File: config.mk
export PLATFORM = sky130hd
export DESIGN_NAME = nand_page_walker
export DESIGN_NICKNAME = d
export VERILOG_FILES = /design/src/rtl/nwalk_pkg.sv /design/src/rtl/nwalk_next.sv /design/src/rtl/nwalk_tagmap.sv /design/src/rtl/nand_page_walker.sv
export SDC_FILE = /design/constraint.sdc
export NUM_CORES = 1
export LEC_CHECK = 0
export ABC_CLOCK_PERIOD_IN_PS = 8790
export BUFFER_PORTS_ARGS = -buffer_cell sky130_fd_sc_hd__buf_2
export CAP_MARGIN = 20
export CORE_UTILIZATION = 45
export CTS_BUF_LIST = sky130_fd_sc_hd__clkbuf_2 sky130_fd_sc_hd__clkbuf_4 sky130_fd_sc_hd__clkbuf_8
export CTS_CLUSTER_DIAMETER = 120
export CTS_CLUSTER_SIZE = 25
export DETAILED_ROUTE_END_ITERATION = 16
export GPL_TIMING_DRIVEN = 0
export PLACE_DENSITY = 0.64
export SYNTH_ARGS = -nofsm -noshare
export SYNTH_HDL_FRONTEND = slang
export SYNTH_SLANG_ARGS = --single-unit
File: constraint.sdc
create_clock -name clk -period 8.79 [get_ports clk]
set_input_delay 2.637 -clock clk [delete_from_list [all_inputs] [get_ports clk]]
set_output_delay 2.637 -clock clk [all_outputs]
set_load 0.02 [all_outputs]
File: src/rtl/nwalk_pkg.sv
package nwalk_pkg;

   typedef enum logic [2:0] {
      SG_META,   // leading metadata field
      SG_BODY,   // data of a packet that lies wholly before the marker
      SG_PAR,    // ECC bytes of such a packet
      SG_HEAD,   // last packet, data before the marker
      SG_MARK,   // bad-block-marker area
      SG_REST,   // last packet, data after the marker
      SG_LPAR    // ECC bytes of the last packet
   } seg_e;

   localparam int META_LEN      = 4;
   localparam int MARK_LEN      = 6;
   localparam int SPARE_META_AT = MARK_LEN;
   localparam int SPARE_ECC_AT  = MARK_LEN + META_LEN;
   localparam int FIELD_DEG     = 15;

   function automatic int unsigned ecc_bytes_for(input int unsigned strength);
      return (strength * FIELD_DEG + 7) / 8;
   endfunction

   function automatic logic seg_is_data(input seg_e s);
      return (s == SG_BODY) || (s == SG_HEAD) || (s == SG_REST);
   endfunction

endpackage

File: src/rtl/nwalk_next.sv
module nwalk_next
   import nwalk_pkg::*;
#(
   parameter int PAGE_W = 16,
   parameter int PKT_W  = 12,
   parameter int ECC_W  = 8,
   parameter int POS_W  = PAGE_W + 2,
   parameter int LEN_W  = PAGE_W
) (
   input  seg_e             seg_i,
   input  logic [POS_W-1:0] phys_i,
   input  logic [PAGE_W-1:0] page_i,
   input  logic [PKT_W-1:0] pkt_i,
   input  logic [ECC_W-1:0] ecc_i,
   input  logic [LEN_W-1:0] tail_i,
   output seg_e             nseg_o,
   output logic [LEN_W-1:0] nlen_o,
   output logic [LEN_W-1:0] ntail_o,
   output logic             final_o
);
   localparam int XW = POS_W + 1;

   logic [XW-1:0]    room;     // bytes left before the marker after this byte
   logic             room_neg;
   logic             room_gt_pkt;
   logic             room_nz;
   logic [LEN_W-1:0] room_len;

   always_comb begin
      room        = XW'(page_i) - XW'(phys_i) - XW'(1);
      room_neg    = room[XW-1];
      room_gt_pkt = !room_neg && (room > XW'(pkt_i));
      room_nz     = !room_neg && (room != '0);
      room_len    = LEN_W'(room);
   end

   always_comb begin
      nseg_o  = seg_i;
      nlen_o  = LEN_W'(MARK_LEN);
      ntail_o = tail_i;
      final_o = (seg_i == SG_LPAR);
      case (seg_i)
         SG_META, SG_PAR: begin
            if (room_gt_pkt) begin
               nseg_o = SG_BODY;
               nlen_o = LEN_W'(pkt_i);
            end else if (room_nz) begin
               nseg_o  = SG_HEAD;
               nlen_o  = room_len;
               ntail_o = LEN_W'(pkt_i) - room_len;
            end else begin
               nseg_o  = SG_MARK;
               nlen_o  = LEN_W'(MARK_LEN);
               ntail_o = LEN_W'(pkt_i);
            end
         end
         SG_BODY: begin
            nseg_o = SG_PAR;
            nlen_o = LEN_W'(ecc_i);
         end
         SG_HEAD: begin
            nseg_o = SG_MARK;
            nlen_o = LEN_W'(MARK_LEN);
         end
         SG_MARK: begin
            if (tail_i != '0) begin
               nseg_o = SG_REST;
               nlen_o = tail_i;
            end else begin
               nseg_o = SG_LPAR;
               nlen_o = LEN_W'(ecc_i);
            end
         end
         SG_REST: begin
            nseg_o = SG_LPAR;
            nlen_o = LEN_W'(ecc_i);
         end
         default: begin
            nseg_o = seg_i;
            nlen_o = LEN_W'(ecc_i);
         end
      endcase
   end

endmodule

File: src/rtl/nwalk_tagmap.sv
module nwalk_tagmap
   import nwalk_pkg::*;
#(
   parameter int LEN_W = 16,
   parameter int IDX_W = 17
) (
   input  seg_e             seg_i,
   input  logic [LEN_W-1:0] off_i,
   input  logic [LEN_W-1:0] len_i,
   input  logic [IDX_W-1:0] dbase_i,
   input  logic [IDX_W-1:0] ebase_i,
   output logic             sel_o,
   output logic [IDX_W-1:0] idx_o,
   output logic             tail_o
);
   always_comb begin
      sel_o  = 1'b1;
      idx_o  = IDX_W'(off_i);
      tail_o = (seg_i == SG_LPAR) && (off_i == len_i - 1'b1);
      case (seg_i)
         SG_META:                 idx_o = IDX_W'(SPARE_META_AT) + IDX_W'(off_i);
         SG_BODY, SG_HEAD, SG_REST: begin
            sel_o = 1'b0;
            idx_o = dbase_i + IDX_W'(off_i);
         end
         SG_PAR, SG_LPAR:         idx_o = ebase_i + IDX_W'(off_i);
         default:                 idx_o = IDX_W'(off_i);
      endcase
   end
endmodule

File: src/rtl/nand_page_walker.sv
module nand_page_walker
   import nwalk_pkg::*;
#(
   parameter int PAGE_W   = 16,
   parameter int PKT_W    = 12,
   parameter int ECC_W    = 8,
   parameter int IDX_W    = PAGE_W + 1,
   parameter bit HOLD_CFG = 1'b1
) (
   input  logic              clk,
   input  logic              rst_n,
   input  logic              start,
   input  logic              adv,
   input  logic [PAGE_W-1:0] page_bytes,
   input  logic [PKT_W-1:0]  pkt_bytes,
   input  logic [ECC_W-1:0]  ecc_bytes,
   output logic              tag_sel,
   output logic [IDX_W-1:0]  tag_idx,
   output logic              tag_last,
   output logic              walk_done
);
   localparam int POS_W = PAGE_W + 2;
   localparam int LEN_W = PAGE_W;

   if (PKT_W > PAGE_W) begin : g_chk_pkt
      $error("nand_page_walker: PKT_W must not exceed PAGE_W");
   end
   if (ECC_W > PAGE_W) begin : g_chk_ecc
      $error("nand_page_walker: ECC_W must not exceed PAGE_W");
   end
   if (IDX_W <= PAGE_W) begin : g_chk_idx
      $error("nand_page_walker: IDX_W must exceed PAGE_W");
   end
   if (PAGE_W < 4) begin : g_chk_page
      $error("nand_page_walker: PAGE_W too small");
   end

   // geometry in use for the walk
   logic [PAGE_W-1:0] cfg_page;
   logic [PKT_W-1:0]  cfg_pkt;
   logic [ECC_W-1:0]  cfg_ecc;

   if (HOLD_CFG) begin : g_hold_cfg
      always_ff @(posedge clk or negedge rst_n) begin
         if (!rst_n) begin
            cfg_page <= '0;
            cfg_pkt  <= '0;
            cfg_ecc  <= '0;
         end else if (start) begin
            cfg_page <= page_bytes;
            cfg_pkt  <= pkt_bytes;
            cfg_ecc  <= ecc_bytes;
         end
      end
   end else begin : g_live_cfg
      assign cfg_page = page_bytes;
      assign cfg_pkt  = pkt_bytes;
      assign cfg_ecc  = ecc_bytes;
   end

   // cursor state
   logic             walk_q, done_q;
   seg_e             seg_q;
   logic [LEN_W-1:0] off_q, len_q, tail_q;
   logic [POS_W-1:0] phys_q;
   logic [IDX_W-1:0] dbase_q, ebase_q;

   logic             n_walk, n_done;
   seg_e             n_seg;
   logic [LEN_W-1:0] n_off, n_len, n_tail;
   logic [POS_W-1:0] n_phys;
   logic [IDX_W-1:0] n_dbase, n_ebase;
   logic             upd_tag;

   seg_e             nx_seg;
   logic [LEN_W-1:0] nx_len, nx_tail;
   logic             at_final;

   nwalk_next #(
      .PAGE_W(PAGE_W), .PKT_W(PKT_W), .ECC_W(ECC_W),
      .POS_W(POS_W), .LEN_W(LEN_W)
   ) u_next (
      .seg_i   (seg_q),
      .phys_i  (phys_q),
      .page_i  (cfg_page),
      .pkt_i   (cfg_pkt),
      .ecc_i   (cfg_ecc),
      .tail_i  (tail_q),
      .nseg_o  (nx_seg),
      .nlen_o  (nx_len),
      .ntail_o (nx_tail),
      .final_o (at_final)
   );

   logic seg_end;
   assign seg_end = (off_q == len_q - 1'b1);

   always_comb begin
      n_walk  = walk_q;
      n_done  = done_q;
      n_seg   = seg_q;
      n_off   = off_q;
      n_len   = len_q;
      n_tail  = tail_q;
      n_phys  = phys_q;
      n_dbase = dbase_q;
      n_ebase = ebase_q;
      upd_tag = 1'b0;
      if (start) begin
         n_walk  = 1'b1;
         n_done  = 1'b0;
         n_seg   = SG_META;
         n_off   = '0;
         n_len   = LEN_W'(META_LEN);
         n_tail  = '0;
         n_phys  = '0;
         n_dbase = '0;
         n_ebase = IDX_W'(SPARE_ECC_AT);
         upd_tag = 1'b1;
      end else if (walk_q && adv) begin
         if (!seg_end) begin
            n_off   = off_q + 1'b1;
            n_phys  = phys_q + 1'b1;
            upd_tag = 1'b1;
         end else if (at_final) begin
            n_walk = 1'b0;
            n_done = 1'b1;
         end else begin
            n_seg   = nx_seg;
            n_len   = nx_len;
            n_tail  = nx_tail;
            n_off   = '0;
            n_phys  = phys_q + 1'b1;
            upd_tag = 1'b1;
            if (seg_is_data(seg_q))
               n_dbase = dbase_q + IDX_W'(len_q);
            if (seg_q == SG_PAR)
               n_ebase = ebase_q + IDX_W'(cfg_ecc);
         end
      end
   end

   logic             map_sel, map_last;
   logic [IDX_W-1:0] map_idx;

   nwalk_tagmap #(.LEN_W(LEN_W), .IDX_W(IDX_W)) u_map (
      .seg_i   (n_seg),
      .off_i   (n_off),
      .len_i   (n_len),
      .dbase_i (n_dbase),
      .ebase_i (n_ebase),
      .sel_o   (map_sel),
      .idx_o   (map_idx),
      .tail_o  (map_last)
   );

   always_ff @(posedge clk or negedge rst_n) begin
      if (!rst_n) begin
         walk_q  <= 1'b0;
         done_q  <= 1'b0;
         seg_q   <= SG_META;
         off_q   <= '0;
         len_q   <= '0;
         tail_q  <= '0;
         phys_q  <= '0;
         dbase_q <= '0;
         ebase_q <= '0;
      end else begin
         walk_q  <= n_walk;
         done_q  <= n_done;
         seg_q   <= n_seg;
         off_q   <= n_off;
         len_q   <= n_len;
         tail_q  <= n_tail;
         phys_q  <= n_phys;
         dbase_q <= n_dbase;
         ebase_q <= n_ebase;
      end
   end

   always_ff @(posedge clk or negedge rst_n) begin
      if (!rst_n) begin
         tag_sel  <= 1'b0;
         tag_idx  <= '0;
         tag_last <= 1'b0;
      end else if (upd_tag) begin
         tag_sel  <= map_sel;
         tag_idx  <= map_idx;
         tag_last <= map_last;
      end else if (n_done) begin
         tag_last <= 1'b0;
      end
   end

   assign walk_done = done_q;

endmodule

-- Yosys cells after proc, flatten, opt, wreduce, memory -nomap -nowiden
Index checks and enable logic that the tools add are counted.
- add/subtract/negate cells: 12
- $mul: 0
- divide/modulo/power cells: 0
- magnitude comparators: 1
- eq/ne operators: 16
- shifts and indexed selects: 0
- muxes and demuxes: 57
- bitwise logic cells: 0
- reduce and logical (&&, ||, !) cells: 22
- operators with widths (cell ; count):
    2-to-1 mux 16 bit ; 18
    2-to-1 mux 17 bit ; 10
    2-to-1 mux 18 bit ; 4
    adder 17 x 16 -> 17 bit ; 3
    case mux 17 bit (3 select lines) ; 1
    case mux 16 bit (3 select lines) ; 1
    == test 16 bit ; 2
    subtractor 16 x 1 -> 16 bit, second input constant ; 2
    > comparator 19 x 12 -> 1 bit ; 1
    nonzero test 19 bit ; 1
    subtractor 16 x 18 -> 19 bit ; 1
    subtractor 19 x 1 -> 19 bit, second input constant ; 1
    adder 18 x 1 -> 18 bit, second input constant ; 1
    2-to-1 mux 3 bit ; 6
    adder 17 x 8 -> 17 bit ; 1
    adder 3 x 16 -> 17 bit, first input constant ; 1
    adder 16 x 1 -> 16 bit, second input constant ; 1
    nonzero test 16 bit ; 1
    subtractor 12 x 16 -> 16 bit ; 1
    == test 3 bit, second input constant ; 5
    2-to-1 mux 1 bit ; 15
    case mux 3 bit (5 select lines) ; 1
    == test 3 x 2 -> 1 bit, second input constant ; 4
    nonzero test 2 bit ; 5
    other kinds (13) ; 21
- register bits: 160
- latch bits: 0
- bits in writable memories: 0
- ROM bits: 0
- input bits: 40
- output and inout port bits: 20
- word-level logic and storage cells: 123
- memories kept: 0

-- Logic depth before layout (Yosys ltp)
- depth after elaboration: 15
- depth in mapped cells: 39
- gate-level depth less buffers: 37

-- Modules after synthesis
From an unflattened synthesis, not the netlist that was laid out.
- cell total of the unflattened synthesis: 1617
- area total of the unflattened synthesis: 13738.2 µm²
- modules (own cells, without submodules) (module ; times used ; cells an instance ; area an instance (µm²) ; sequential area each (µm²)):
    nand_page_walker ; 1 ; 880 ; 8635.8 ; 4003.8
    nwalk_next ; 1 ; 430 ; 2992.9 ; 0.0
    nwalk_tagmap ; 1 ; 307 ; 2109.5 ; 0.0

-- Worst setup path before layout
Ideal clock, no wire load.
- kind: flip-flop to flip-flop
- from: register phys_q[0]
- to: register tag_idx[16]
- library setup time: 137 ps
- data arrival time: 7512 ps
- data required time: 8653 ps
- setup slack: 1141 ps
- cell stages (with the launch flop): 40
- path buffers: 2
- period minus slack after synthesis: 7649 ps
- path through: dfrtp_1 inv_1 ha_1 inv_1 fa_1 nand2b_1 a21oi_1 a2111oi_0 nor3_1 inv_1 ha_1 a211o_1 o221ai_1 a21oi_1 or4_1 a21oi_1 clkbuf_1 nand4_1 [... 4 more ...] mux2_2 ha_1 fa_1 a21o_1 a21oi_1 o21bai_1 a21oi_1 o21bai_1 a21oi_1 o21bai_1 a21oi_1 o21ai_0 a21o_1 a21oi_1 o21ai_0 xnor2_1 a21oi_1 a21oi_1
- longest elaborated chain between the ends: 14
- elaborated cells between the ends (all ways): 23
- classes of those cells: 2 x add/sub; 1 x order compare; 5 x eq/ne; 8 x mux; 7 x reduce/logical
- ends and longest elaborated chain (what ; line ; text):
    from (decl) ; nand_page_walker.sv:65 ; logic [POS_W-1:0] phys_q;
    from (signal assigned) ; nand_page_walker.sv:175 ; phys_q <= n_phys;
    subtractor 16 x 18 -> 19 bit * ; nwalk_next.sv:30 ; room = XW'(page_i) - XW'(phys_i) - XW'(1);
    subtractor 19 x 1 -> 19 bit * ; nwalk_next.sv:30 ;
    parallel branches: the longest is 3 deep, another holds > comparator 19 x 12 -> 1 bit ; n/a ;
    2-to-1 mux 3 bit * ; nwalk_next.sv:44 ; if (room_gt_pkt) begin
    case mux 3 bit (5 select lines) * ; nwalk_next.sv:42 ; case (seg_i)
    2-to-1 mux 3 bit * ; nand_page_walker.sv:125 ; end else if (at_final) begin
    2-to-1 mux 3 bit * ; nand_page_walker.sv:121 ; if (!seg_end) begin
    2-to-1 mux 3 bit * ; nand_page_walker.sv:120 ; end else if (walk_q && adv) begin
    2-to-1 mux 3 bit * ; nand_page_walker.sv:109 ; if (start) begin
    named net n_seg[1] ; nand_page_walker.sv:69 ; seg_e n_seg;
    == test 3 x 1 -> 1 bit, or another cell as far along ; nwalk_tagmap.sv:20 ; case (seg_i)
    OR reduction 3 bit or OR reduction 2 bit (tied branches) ; nwalk_tagmap.sv:20 ;
    case mux 17 bit (3 select lines) * ; nwalk_tagmap.sv:20 ;
    to (signal assigned) ; nand_page_walker.sv:188 ; tag_idx <= map_idx;
    to (decl) ; nand_page_walker.sv:18 ; output logic [IDX_W-1:0] tag_idx,
Mark *: on every way through the listed nets, which the timed path passes.
A chain may end at the register's enable or synchronous reset.

-- Final worst setup path
Same ends and word-level chain as after synthesis.

==> results.yml <==
status:
  status: "finished, final reports clean"
cts:
  ctsRootBufferMaster: "clkbuf_8"
  clkTransAtPathRegs_ns: 0.10
  clock_latency_ns: 0.50
  h-tree-depth: 4
  numCtsBuffers: 17
  cts_tree: "built"
  cts.path.max_buffers: 2
  cts_hold_buf: 0
  cts.sinks: 160
logic_synthesis:
  synth_warnings: 0
  netlist_area_sq_um: 13000
  yosys.area.top_type: "dfrtp_1"
  yosysSeqAreaShare: 0.309
  synth_fp_nets: 1729
  synth_cells: 1599
  dominantRegCellSynth: "dfrtp_1"
  ys_top_cells_by_area: "dfrtp_1 31%, ha_1 8.2%, a21oi_1 5.6%, xnor2_1 5.1%, nand2_1 4.5%"
  synth_top_area_share: 0.309
  ys_types: 78
  ys_ff_latch: 160
  async_flop_share: 1.00
  synth_most_common_cell: "dfrtp_1"
  synth_common_cells: "160 x dfrtp_1, 157 x nand2_1, 156 x nor2_1"
  synth-edff-count: 0
  syn_avg_cell_area_sq_um: 8.11
finish:
  design_area_sq_um: 14400
  drive_gt1_frac: 0.108
  finalNonFillerCells: 2075
  fin_nets: 1814
  postLayoutCoreUtil: 0.512
  area_growth_pct: 10.8
  antennaDiodeCount: 0
floorplan:
  initial_core_util: 0.462
  dieHeight_microns: 172
  core_region_area_sq_um: 28100
  row_count: 61
  fp.dieW_microns: 172
  die-area_sq_um: 29500
  io_pins: 60
placement:
  dp_slack_ns: -0.951
  port-buffer-count: 59
  hpwlAfterDp_mm: 33.0
  routabilityCongestion: 0.956
  place_inst: 2038
  dpl-instance-area_sq_um: 13800
global_route:
  groute.usage.overall: 0.301
  grt_max_degree: 106
  antenna_found_initial: 0
  grt_pass1_vias: 11900
  grt.overflow.total: 0
  grt_pass1_wl_mm: 67.4
routing:
  drtAntennaViolNets: 0
  wl_mm: 42.4
  drt_iter0_markers: 1035
  via_per_inst: 6.05
  drt_first_pass_iters: 5
  vias: 12600
  detail_route.wl_per_cell_microns: 20.4
  route.detailed.drc: 0
worst_setup_path:
  cp_data_arrival_time_ns: 8.72
  required_ns: 9.21
  crit_type: "flop to flop"
  critPathMaxStageDelay_ns: 0.45
  endpoint_kind: "flop"
  startpoint_type: "flop"
  path_max_fanout: 10
  crit_slowest_cell: "or4_4"
  worst_path_most_repeated_cell: "a21oi_2"
min_path:
  hp-class: "flop to flop"
timing:
  fin_ws_ns: 0.491
  hold_viol: 0
  layout_min_cycle_time_ns: 8.30
  setup_viol: 0
  period_share: 0.944
  rsz0062_at_grt: "false"
  slew_violations: 0
  fmax_mhz: 120
  fin_skew_ns: 0.0174
  tightest_slew_ns: 1.30
  whs_ns: 0.525
  relSlewSlack: 0.123
power:
  p_leak_nw: 6.30
  ir_drop_mv: 0.0720
  powerDensity_nw_per_um2: 137
flow_run:
  maxCapViolations: 0
-- kinds of logic after synthesis --
group	Yosys count	share of synthesized area
flops	160	0.309
buf+inv	174	0.0509
simple gates	575	0.217
xor+xnor	97	0.0655
fa+ha+maj	90	0.0897
mux	54	0.0456
compound gates	449	0.223
-- what timing repair did --
action,in CTS,in global routing
setup buffers,2,2
pin swaps,2,4
endpoints found under the hold margin,0,0
endpoints found under the setup margin,8,4
resized for setup,11,22
-- layout by cell type, fill, tap and decap left out, types with 23 or more instances in the layout --
cell / Yosys / layout
o21ai_0: 90 / 88
nand4_1: 23 / 23
buf_2: 6 / 64
nor2_1: 156 / 156
xnor2_1: 75 / 75
mux2_2: 41 / 40
clkbuf_1: 60 / 56
ha_1: 85 / 85
dfrtp_1: 160 / 160
a21o_1: 24 / 24
inv_1: 105 / 105
nand2_1: 157 / 157
a21oi_1: 146 / 138
nor3_1: 41 / 39
nand3_1: 46 / 45
-- registers in the layout, indices dropped and copies added (netlist names) --
name	flops
ebase_q	17
phys_q	18
cfg_pkt	12
off_q	16
cfg_page	16
walk_q	1
tail_q	16
dbase_q	17
tag_sel	1
len_q	16
tag_last	1
tag_idx	17
cfg_ecc	8
seg_q	3
walk_done	1
-- report_power, final --
group          internal (W)  switching [W]
Combinational      0.000193       0.000343
Sequential         0.000760      0.0000279
Clock              0.000319       0.000333
-- layer usage --
layer	global-route usage	wire, microns
met1	0.437	20300
met2	0.453	18200
met5	0	0
met4	0.0954	1100
met3	0.0481	2770
-- per-stage QoR --
step / total power, W / TNS [ns]
after detailed placement: 0.00130 / -3.45
final: 0.00198 / 0
after floorplan: 0.00114 / 0
after global placement: 0.00130 / -2.50
after CTS: 0.00197 / 0
after global routing: 0.00208 / 0
-- path summary, 6_finish.rpt --
check | from | to | slack, ns | depth (start not counted)
min in group asynchronous | rst_n | cfg_page[5]$_DFFE_PN0P_ | 2.04 | 1
setup / recovery | phys_q[0]$_DFFE_PN0P_ | tag_idx[16]$_DFFE_PN0P_ | 0.49 | 39
setup reg to reg | phys_q[0]$_DFFE_PN0P_ | tag_idx[16]$_DFFE_PN0P_ | 0.49 | 39
hold reg to reg | cfg_page[4]$_DFFE_PN0P_ | cfg_page[4]$_DFFE_PN0P_ | 0.53 | 1
max in group asynchronous | rst_n | dbase_q[0]$_DFF_PN0_ | 5.84 | 2
hold / removal | cfg_page[4]$_DFFE_PN0P_ | cfg_page[4]$_DFFE_PN0P_ | 0.53 | 1
-- worst max-delay path, delay by kind of cell (launching register included) --
family          cells  cell delay (ns)
compound gates     21             3.52
xor+xnor            1             0.23
fa+ha+maj           5             1.55
buf+inv             5             0.76
flops               1             0.41
mux                 1             0.38
simple gates        6             1.38
-- cell type report --
cell class	instances	area [sq um]
buffer	69	278
clock buffer	17	234
clock inverter	15	218
fill	2797	13700
inverter	105	394
multi-input combinational	1265	8410
sequential	160	4000
tap	378	473
timing repair buffer	66	372
Power figures use the tool's default switching activity.
